[src/rtl/mpx_pkg.sv]
package mpx_pkg;
    typedef enum logic [2:0] {
        ST_IDLE   = 3'd0,
        ST_LATCH  = 3'd1,
        ST_STROBE = 3'd2,
        ST_GAP    = 3'd3,
        ST_DONE   = 3'd4
    } mpx_state_t;
endpackage

[src/rtl/mpx_strobe_timer.sv]
module mpx_strobe_timer #(
    parameter int STRB_W = 5
) (
    input  logic              clk,
    input  logic              rst_n,
    input  logic              run,
    input  logic [STRB_W-1:0] width,
    output logic              last
);
    logic [STRB_W-1:0] cnt;

    always_ff @(posedge clk or negedge rst_n) begin
        if (!rst_n)
            cnt <= '0;
        else if (run && !last)
            cnt <= cnt + 1'b1;
        else
            cnt <= '0;
    end

    assign last = run && (cnt == width - 1'b1);
endmodule

[src/rtl/mpx_page_track.sv]
module mpx_page_track #(
    parameter int PAGE_W = 16
) (
    input  logic              clk,
    input  logic              rst_n,
    input  logic              store,
    input  logic              forget,
    input  logic [PAGE_W-1:0] page_in,
    input  logic [PAGE_W-1:0] page_q,
    output logic              hit
);
    logic              held_vld;
    logic [PAGE_W-1:0] held_page;

    always_ff @(posedge clk or negedge rst_n) begin
        if (!rst_n) begin
            held_vld  <= 1'b0;
            held_page <= '0;
        end else if (store) begin
            held_vld  <= 1'b1;
            held_page <= page_in;
        end else if (forget) begin
            held_vld  <= 1'b0;
        end
    end

    assign hit = held_vld && (held_page == page_q);
endmodule

[src/rtl/mpx_packer.sv]
module mpx_packer #(
    parameter int PIN_W  = 16,
    parameter int WORD_W = 32,
    parameter int IDX_W  = 2
) (
    input  logic              clk,
    input  logic              rst_n,
    input  logic              load,
    input  logic [WORD_W-1:0] load_word,
    input  logic              byte_mode,
    input  logic [IDX_W-1:0]  idx,
    input  logic              capture,
    input  logic [PIN_W-1:0]  pin_data,
    output logic [PIN_W-1:0]  tx_data,
    output logic [WORD_W-1:0] rx_word
);
    localparam int BYTES = WORD_W / 8;
    localparam int HALVES = WORD_W / PIN_W;

    logic [WORD_W-1:0] wbuf;

    always_ff @(posedge clk or negedge rst_n) begin
        if (!rst_n)
            wbuf <= '0;
        else if (load)
            wbuf <= load_word;
    end

    always_ff @(posedge clk or negedge rst_n) begin
        if (!rst_n) begin
            rx_word <= '0;
        end else if (capture) begin
            for (int b = 0; b < BYTES; b++) begin
                if (byte_mode && (idx == IDX_W'(b)))
                    rx_word[b*8 +: 8] <= pin_data[7:0];
            end
            for (int h = 0; h < HALVES; h++) begin
                if (!byte_mode && (idx == IDX_W'(h)))
                    rx_word[h*PIN_W +: PIN_W] <= pin_data;
            end
        end
    end

    always_comb begin
        tx_data = '0;
        for (int b = 0; b < BYTES; b++) begin
            if (byte_mode && (idx == IDX_W'(b)))
                tx_data[7:0] = wbuf[b*8 +: 8];
        end
        for (int h = 0; h < HALVES; h++) begin
            if (!byte_mode && (idx == IDX_W'(h)))
                tx_data = wbuf[h*PIN_W +: PIN_W];
        end
    end
endmodule

[src/rtl/mpx_mem_port.sv]
module mpx_mem_port
    import mpx_pkg::*;
#(
    parameter int PIN_W  = 16,
    parameter int WORD_W = 32,
    parameter int STRB_W = 5
) (
    input  logic                clk,
    input  logic                rst_n,
    input  logic                cfg_byte_mode,
    input  logic [STRB_W-1:0]   cfg_strobe,
    input  logic                req_valid,
    input  logic                req_write,
    input  logic [PIN_W+7:0]    req_addr,
    input  logic [WORD_W-1:0]   req_wdata,
    output logic                req_ack,
    output logic [WORD_W-1:0]   rsp_rdata,
    output logic [PIN_W-1:0]    bus_out,
    output logic [PIN_W-1:0]    bus_oe,
    input  logic [PIN_W-1:0]    bus_in,
    output logic                ale,
    output logic                rd_n,
    output logic                wr_n
);
    localparam int ADDR_W = PIN_W + 8;
    localparam int PAGE_W = ADDR_W - 8;
    localparam int IDX_W  = $clog2(WORD_W / 8);
    localparam logic [STRB_W-1:0] MIN_STRB = STRB_W'(2);

    mpx_state_t state, state_nx;

    logic [ADDR_W-1:0] cur_addr;
    logic              wr_q;
    logic              byte_q;
    logic [STRB_W-1:0] width_q;
    logic [IDX_W-1:0]  idx;
    logic [IDX_W-1:0]  last_idx;
    logic              strobe_last;
    logic              page_hit;
    logic [PAGE_W-1:0] page_q;
    logic              need_latch;
    logic              accept;
    logic [PIN_W-1:0]  tx_data;
    logic              in_strobe;

    assign accept    = (state == ST_IDLE) && req_valid;
    assign in_strobe = (state == ST_STROBE);
    assign last_idx  = byte_q ? IDX_W'((WORD_W / 8) - 1) : IDX_W'((WORD_W / PIN_W) - 1);

    // Page under test: request address when idle, running address otherwise.
    assign page_q = (state == ST_IDLE) ? req_addr[ADDR_W-1:8] : cur_addr[ADDR_W-1:8];

    always_comb begin
        if (state == ST_IDLE)
            need_latch = !cfg_byte_mode || !page_hit;
        else
            need_latch = !byte_q || !page_hit;
    end

    mpx_page_track #(.PAGE_W(PAGE_W)) u_page (
        .clk     (clk),
        .rst_n   (rst_n),
        .store   ((state == ST_LATCH) && byte_q),
        .forget  ((state == ST_LATCH) && !byte_q),
        .page_in (cur_addr[ADDR_W-1:8]),
        .page_q  (page_q),
        .hit     (page_hit)
    );

    mpx_strobe_timer #(.STRB_W(STRB_W)) u_timer (
        .clk   (clk),
        .rst_n (rst_n),
        .run   (in_strobe),
        .width (width_q),
        .last  (strobe_last)
    );

    mpx_packer #(.PIN_W(PIN_W), .WORD_W(WORD_W), .IDX_W(IDX_W)) u_pack (
        .clk       (clk),
        .rst_n     (rst_n),
        .load      (accept),
        .load_word (req_wdata),
        .byte_mode (byte_q),
        .idx       (idx),
        .capture   (strobe_last && !wr_q),
        .pin_data  (bus_in),
        .tx_data   (tx_data),
        .rx_word   (rsp_rdata)
    );

    // Next-state logic
    always_comb begin
        state_nx = state;
        unique case (state)
            ST_IDLE:   if (req_valid) state_nx = need_latch ? ST_LATCH : ST_STROBE;
            ST_LATCH:  state_nx = ST_STROBE;
            ST_STROBE: if (strobe_last) state_nx = (idx == last_idx) ? ST_DONE : ST_GAP;
            ST_GAP:    state_nx = need_latch ? ST_LATCH : ST_STROBE;
            ST_DONE:   state_nx = ST_IDLE;
            default:   state_nx = ST_IDLE;
        endcase
    end

    // State register
    always_ff @(posedge clk or negedge rst_n) begin
        if (!rst_n)
            state <= ST_IDLE;
        else
            state <= state_nx;
    end

    // Transfer bookkeeping
    always_ff @(posedge clk or negedge rst_n) begin
        if (!rst_n) begin
            cur_addr <= '0;
            wr_q     <= 1'b0;
            byte_q   <= 1'b0;
            width_q  <= MIN_STRB;
            idx      <= '0;
        end else if (accept) begin
            cur_addr <= cfg_byte_mode ? req_addr : {8'h00, req_addr[PIN_W-1:0]};
            wr_q     <= req_write;
            byte_q   <= cfg_byte_mode;
            width_q  <= (cfg_strobe < MIN_STRB) ? MIN_STRB : cfg_strobe;
            idx      <= '0;
        end else if (strobe_last) begin
            idx <= idx + 1'b1;
            if (byte_q)
                cur_addr <= cur_addr + 1'b1;
            else
                cur_addr <= {8'h00, cur_addr[PIN_W-1:0] + 1'b1};
        end
    end

    // Outputs
    always_comb begin
        ale     = 1'b0;
        rd_n    = 1'b1;
        wr_n    = 1'b1;
        req_ack = 1'b0;
        bus_out = '0;
        bus_oe  = '0;
        unique case (state)
            ST_LATCH: begin
                ale     = 1'b1;
                bus_out = byte_q ? cur_addr[ADDR_W-1:8] : cur_addr[PIN_W-1:0];
                bus_oe  = '1;
            end
            ST_STROBE: begin
                rd_n    = wr_q;
                wr_n    = !wr_q;
                bus_out = byte_q ? {cur_addr[7:0], tx_data[7:0]} : tx_data;
                if (wr_q)
                    bus_oe = '1;
                else if (byte_q)
                    bus_oe = {{(PIN_W-8){1'b1}}, 8'h00};
                else
                    bus_oe = '0;
            end
            ST_DONE: req_ack = 1'b1;
            default: ;
        endcase
    end
endmodule

[config.mk]
export PLATFORM = sky130hd
export DESIGN_NAME = mpx_mem_port
export DESIGN_NICKNAME = d
export VERILOG_FILES = /design/src/rtl/mpx_pkg.sv /design/src/rtl/mpx_strobe_timer.sv /design/src/rtl/mpx_page_track.sv /design/src/rtl/mpx_packer.sv /design/src/rtl/mpx_mem_port.sv
export SDC_FILE = /design/constraint.sdc
export NUM_CORES = 1
export LEC_CHECK = 0
export ABC_AREA = 0
export BUFFER_PORTS_ARGS = -buffer_cell sky130_fd_sc_hd__buf_4
export CAP_MARGIN = 20
export CORE_MARGIN = 2
export CORE_UTILIZATION = 60
export CTS_CLUSTER_DIAMETER = 100
export DETAILED_ROUTE_END_ITERATION = 6
export PLACE_DENSITY = 0.94
export SYNTH_ARGS = -nofsm -noshare
export SYNTH_HDL_FRONTEND = slang
export SYNTH_SLANG_ARGS = --single-unit
export TNS_END_PERCENT = 50
[constraint.sdc]
create_clock -name clk -period 4.7 [get_ports clk]
set_input_delay 1.175 -clock clk [delete_from_list [all_inputs] [get_ports clk]]
set_output_delay 1.175 -clock clk [all_outputs]
set_load 0.02 [all_outputs]
---- Word level (Yosys, flattened, before mapping) ----
Cells that the tools add are included.
word-level totals
  register bits after elaboration ......... 122
  bits in latches ......................... 0
  bits in writable memories ............... 0
  ROM bits ................................ 0
  bits of input ports ..................... 82
  output and inout bits ................... 68
  memories ................................ 0
operators by class
  add/subtract/negate cells ............... 5
  multipliers ............................. 0
  div/mod/pow operators ................... 0
  order comparisons ....................... 1
  equality and inequality tests ........... 12
  shift-type cells ........................ 0
  muxes and demuxes ....................... 40
  bitwise operators ....................... 0
  reductions and logical operators ........ 33
operators by type and width
  kind                                                         number
  2-to-1 mux 16 bit                                            9
  2-to-1 mux 24 bit                                            4
  2-to-1 mux 8 bit                                             8
  one-hot mux 16 bit (2 select lines)                          2
  adder 24 x 1 -> 24 bit (second input constant)               1
  adder 16 x 1 -> 16 bit (second input constant)               1
  == test 16 bit                                               1
  logical AND 1 bit                                            13
  one-hot mux 3 bit (4 select lines)                           1
  nonzero test 2 bit                                           6
  2-to-1 mux 5 bit                                             2
  AND reduction 2 bit                                          5
  2-to-1 mux 3 bit                                             3
  2-to-1 mux 2 bit                                             4
  2-to-1 mux 1 bit                                             7
  == test 3 x 2 -> 1 bit (second input constant)               2
  adder 5 x 1 -> 5 bit (second input constant)                 1
  == test 5 bit                                                1
  logical NOT 1 bit                                            5
  less-than comparator 5 x 2 -> 1 bit (second input constant)  1
  subtractor 5 x 1 -> 5 bit (second input constant)            1
  == test 2 bit (second input constant)                        2
  != test 2 bit (second input constant)                        2
  == test 3 x 1 -> 1 bit (second input constant)               1
  other kinds (7)                                              8

---- Longest topological paths before layout ----
  depth in word-level cells ............... 10
  mapped depth ............................ 10

---- Cells and area by module ----
Synthesis repeated with hierarchy kept, for this count alone.
unflattened totals
  cell total of the unflattened synthesis .. 671
  area, all modules ....................... 7108.1 um^2
modules (own cells, without submodules)
  module            times used  cells an instance  area an instance (um^2)  seq. area each (um^2)
  mpx_packer        1           234                3140.5                   1601.5
  mpx_mem_port      1           340                2806.4                   902.1
  mpx_page_track    1           59                 808.3                    425.4
  mpx_strobe_timer  1           38                 352.8                    125.1

---- Worst setup path before layout ----
Ideal clock, no wire load.
  path kind ............................... register to output
  start point ............................. register state[1]
  end point ............................... output bus_oe[10]
  arrival ................................. 2.071 ns
  data required time ...................... 3.525 ns
  slack ................................... 1.454 ns
  cell stages (with the launch flop) ...... 7
  path through ............................ dfrtp_1 clkbuf_1 nor3b_1 clkbuf_1 nand2_1 o211ai_1 buf_4
between the ends
  longest elaborated chain between the ends .. 2
RTL lines
  item                                                              RTL line             RTL
  from (decl)                                                       mpx_mem_port.sv:30   mpx_state_t state, state_nx;
  from (signal assigned)                                            mpx_mem_port.sv:109  state <= state_nx;
  == test 3 x 2 -> 1 bit or == test 3 x 1 -> 1 bit (tied branches)  mpx_mem_port.sv:143  unique case (state)
  one-hot mux 16 bit (2 select lines) (*)                           mpx_mem_port.sv:143
  to (decl)                                                         mpx_mem_port.sv:19   output logic [PIN_W-1:0] bus_oe,
Mark *: on every way between the ends. The rest lies on a longest branch, timed or not.

---- Worst setup path after layout ----
  start point ............................. register idx[0]
  end point ............................... output bus_out[0]
between the ends
  longest elaborated chain between the ends .. 10
RTL lines
  item                                     RTL line                            RTL
  from (decl)                              mpx_mem_port.sv:36                  logic [IDX_W-1:0] idx;
  from (signal assigned)                   mpx_mem_port.sv:127                 idx <= idx + 1'b1;
  logical NOT 2 bit                        mpx_packer.sv:47, mpx_packer.sv:51
  logical AND 1 bit                        mpx_packer.sv:47                    if (byte_mode && (idx == IDX_W'(b)))
  2-to-1 mux 8 bit (4 in series)           mpx_packer.sv:47
  2-to-1 mux 16 bit                        mpx_packer.sv:51                    if (!byte_mode && (idx == IDX_W'(h)))
  2-to-1 mux 16 bit (*)                    mpx_packer.sv:51
  2-to-1 mux 16 bit (*)                    mpx_mem_port.sv:152                 bus_out = byte_q ? {cur_addr[7:0], tx_data[7:0]} : tx_data;
  one-hot mux 16 bit (2 select lines) (*)  mpx_mem_port.sv:143
  to (decl)                                mpx_mem_port.sv:18                  output logic [PIN_W-1:0] bus_out,
Marked as above.

==> impl_metrics.py <==
metrics = {
    "status": {
        "status": "finished clean",
    },
    "critical_path": {
        "start_kind": "flop",
        "worstPathCellList": "inv_1, ha_1, nor2b_1, buf_4, a222oi_1, o22ai_1, nand2_1, o21ai_0, buf_4",
        "worst_r2r_startpoint": "state[0]$_DFFE_PN0P_",
        "worst-path-buf-inv": 3,
        "worstSetupPathType": "flop to primary output",
        "arrival_ns": 2.96,
        "startpoint": "idx[0]$_DFFE_PN0P_",
        "cp_slowest_cell": "ha_1",
        "critical_path_required_ns": 3.52,
        "r2r_slack_ns": 1.33,
        "r2r_end": "cur_addr[15]$_DFFE_PN0P_",
        "end_kind": "primary output",
        "path_max_fanout": 15,
        "cp_slowest_stage_delay_ns": 0.48,
        "crit_family": "buffers and inverters",
        "endpoint": "bus_out[0]",
        "path_common_cell": "buf_4",
        "crit_cells": 9,
        "rr_worst_depth": 6,
    },
    "final_layout": {
        "antennaDiodeCount": 0,
        "drive_gt1_share_pct": 29.2,
        "area_growth_pct": 23.9,
        "stdcell_count": 1044,
        "final_nets": 980,
        "final_util_pct": 76.7,
    },
    "clock_network": {
        "clk_path_buf_depth": 2,
        "numCtsBuffers": 17,
        "post-cts-setup-buffer-count": 0,
        "cts_tree": "built",
        "clk_pin_slew_ns": 0.06,
        "clkLatencyLatePin_ns": 0.42,
        "h-tree-depth": 4,
        "clock-sinks": 122,
        "cts_resized": 0,
        "ctsHoldBuffers": 0,
        "clockRootBuffer": "clkbuf_16",
    },
    "logic_synthesis": {
        "synth_edf_count": 0,
        "avgSynthCellArea_sq_um": 9.14,
        "synth-seq-cells": 122,
        "synthArstFlopShare_pct": 100,
        "yosysSeqAreaShare_pct": 43.0,
        "netlist_area_sq_um": 7100,
        "synth_area_leaders": "dfrtp_1, mux2_2, nand2_1",
        "synth_ff_type": "dfrtp_1",
        "yosysMostFrequentCell": "nand2_1",
        "yosys.area.top_type": "dfrtp_1",
        "synth_top_area_share_pct": 42.7,
        "yosys_warnings": 0,
        "synthCells": 777,
        "yosys-top-cells-count": "nand2_1, dfrtp_1, mux2_2",
        "synthDistinctLibCells": 66,
        "syn_nets": 867,
    },
    "floorplanning": {
        "fp.dieW_um": 113,
        "die-area_sq_um": 12700,
        "core_sq_um": 11500,
        "die_h_um": 113,
        "rows": 39,
        "initial_utilization_pct": 61.9,
        "io_pins": 150,
    },
    "power": {
        "ir_drop_mv": 0.498,
        "p_per_area_nw_per_um2": 734,
        "p_leak_nw": 4.21,
    },
    "global_route": {
        "grt_max_degree": 68,
        "antenna_found_initial": 0,
        "track_usage_pct": 33.1,
        "grt_pass1_vias": 6516,
        "grt_pass1_wl_um": 33100,
        "grt_overflow": 0,
    },
    "sta": {
        "period_share_pct": 88.1,
        "relSlewSlack_pct": 31.7,
        "tightest_slew_ns": 1.02,
        "fmax_mhz": 242,
        "rsz0062_at_grt": "false",
        "hold_viol_final": 0,
        "fin_skew_ns": 0.00877,
        "setup_viol": 0,
        "holdWs_ns": 0.484,
        "final_max_slew_viol_count": 0,
        "period_minus_slack_ns": 4.14,
        "tns_ns": 0,
    },
    "drt": {
        "wl_per_cell_um": 19.5,
        "drc": 0,
        "vias": 6526,
        "drt_iter0_markers": 521,
        "dr.pass1.iters": 7,
        "vias_per_cell": 6.25,
        "wl_um": 20400,
        "ant_nets": 0,
    },
    "placed_design": {
        "place.detailed.hpwl_um": 14000,
        "numPortBuffers": 149,
        "placed_cells": 1014,
        "place_congestion": 0.914,
    },
    "hold_path": {
        "min_path_type": "flop to flop",
    },
    "run": {
        "drv_cap": 0,
    },
}
through the flow:
stage,power (W),instance area [sq um],setup slack (ns)
2_1_floorplan,0.00403,7100,1.45
3_3_place_gp,0.00489,8170,1.12
3_5_place_dp,0.00500,8170,1.09
4_1_cts,0.00642,8800,0.605
5_1_grt,0.00682,8800,0.382
6_report,0.00646,8800,0.561
cells by family after synthesis:
group                    synth area share [%]
AO/OA/AOI/OAI                            14.6
XOR/XNOR                                 3.33
flip-flops                               43.0
buffers and inverters                    5.06
adder cells (fa/ha/maj)                  1.41
AND/OR/NAND/NOR                          20.1
multiplexers                             12.5
power breakdown:
part           switching, W  total (W)  internal (W)
clock network      0.000473    0.00138      0.000909
logic               0.00173    0.00305       0.00132
registers          0.000553    0.00203       0.00147
total               0.00276    0.00646       0.00370
layout by cell type (no fill, tap or decap), types with 16 or more instances in the layout:
master / instances
nand2_1: 174
buf_4: 157
dfrtp_1: 121
mux2_2: 60
o21ai_0: 43
nor2_1: 40
a21oi_1: 24
mux2i_1: 21
xnor2_1: 21
o22ai_1: 18
clkbuf_16: 17
and3_1: 16
metal layers:
layer	part of all wire [%]	global-route usage [%]	vias to the layer above
met2	48	52.9	381
met1	38	42.8	3122
li1	-	-	2948
met4	3.8	15.4	0
met5	0	0	-
met3	9.9	8.36	75
flip-flops by register name, indices dropped and copies added (netlist names):
name,cells
width_q,5
u_page.held_vld,1
u_page.held_page,16
byte_q,1
wr_q,1
u_pack.rx_word,32
u_pack.wbuf,32
cur_addr,24
idx,2
u_timer.cnt,5
state,3
worst reg2reg max path, stage by stage, from the launching register on:
cell and delay, ns:
dfrtp_1 0.48, nor3_1 0.81, nand2_1 0.79, o21ai_1 0.45
buf_4 0.28, o21ai_0 0.12, a221o_1 0.32
cell type report:
class | instances | area (sq um)
Multi-Input combinational cell | 576 | 3690
Tap cell | 143 | 179
Timing Repair Buffer | 158 | 1200
Sequential cell | 122 | 3050
Fill cell | 747 | 2670
Inverter | 15 | 56.3
Clock buffer | 19 | 453
Clock inverter | 11 | 170
how the worst min path moves through the flow:
| stage | from | to | slack, ns | cells past startpoint |
|---|---|---|---|---|
| 2_1_floorplan | u_pack.wbuf[16]$_DFFE_PN0P_ | u_pack.wbuf[16]$_DFFE_PN0P_ | 0.44 | 2 |
| 4_1_cts | u_pack.wbuf[23]$_DFFE_PN0P_ | u_pack.wbuf[23]$_DFFE_PN0P_ | 0.48 | 2 |
| 6_report | u_pack.wbuf[23]$_DFFE_PN0P_ | u_pack.wbuf[23]$_DFFE_PN0P_ | 0.48 | 2 |
| 5_1_grt | u_pack.wbuf[16]$_DFFE_PN0P_ | u_pack.wbuf[16]$_DFFE_PN0P_ | 0.51 | 2 |
| 3_5_place_dp | u_pack.wbuf[23]$_DFFE_PN0P_ | u_pack.wbuf[23]$_DFFE_PN0P_ | 0.46 | 2 |
| 3_3_place_gp | u_pack.wbuf[23]$_DFFE_PN0P_ | u_pack.wbuf[23]$_DFFE_PN0P_ | 0.45 | 2 |
Power figures use the tool's default switching activity.
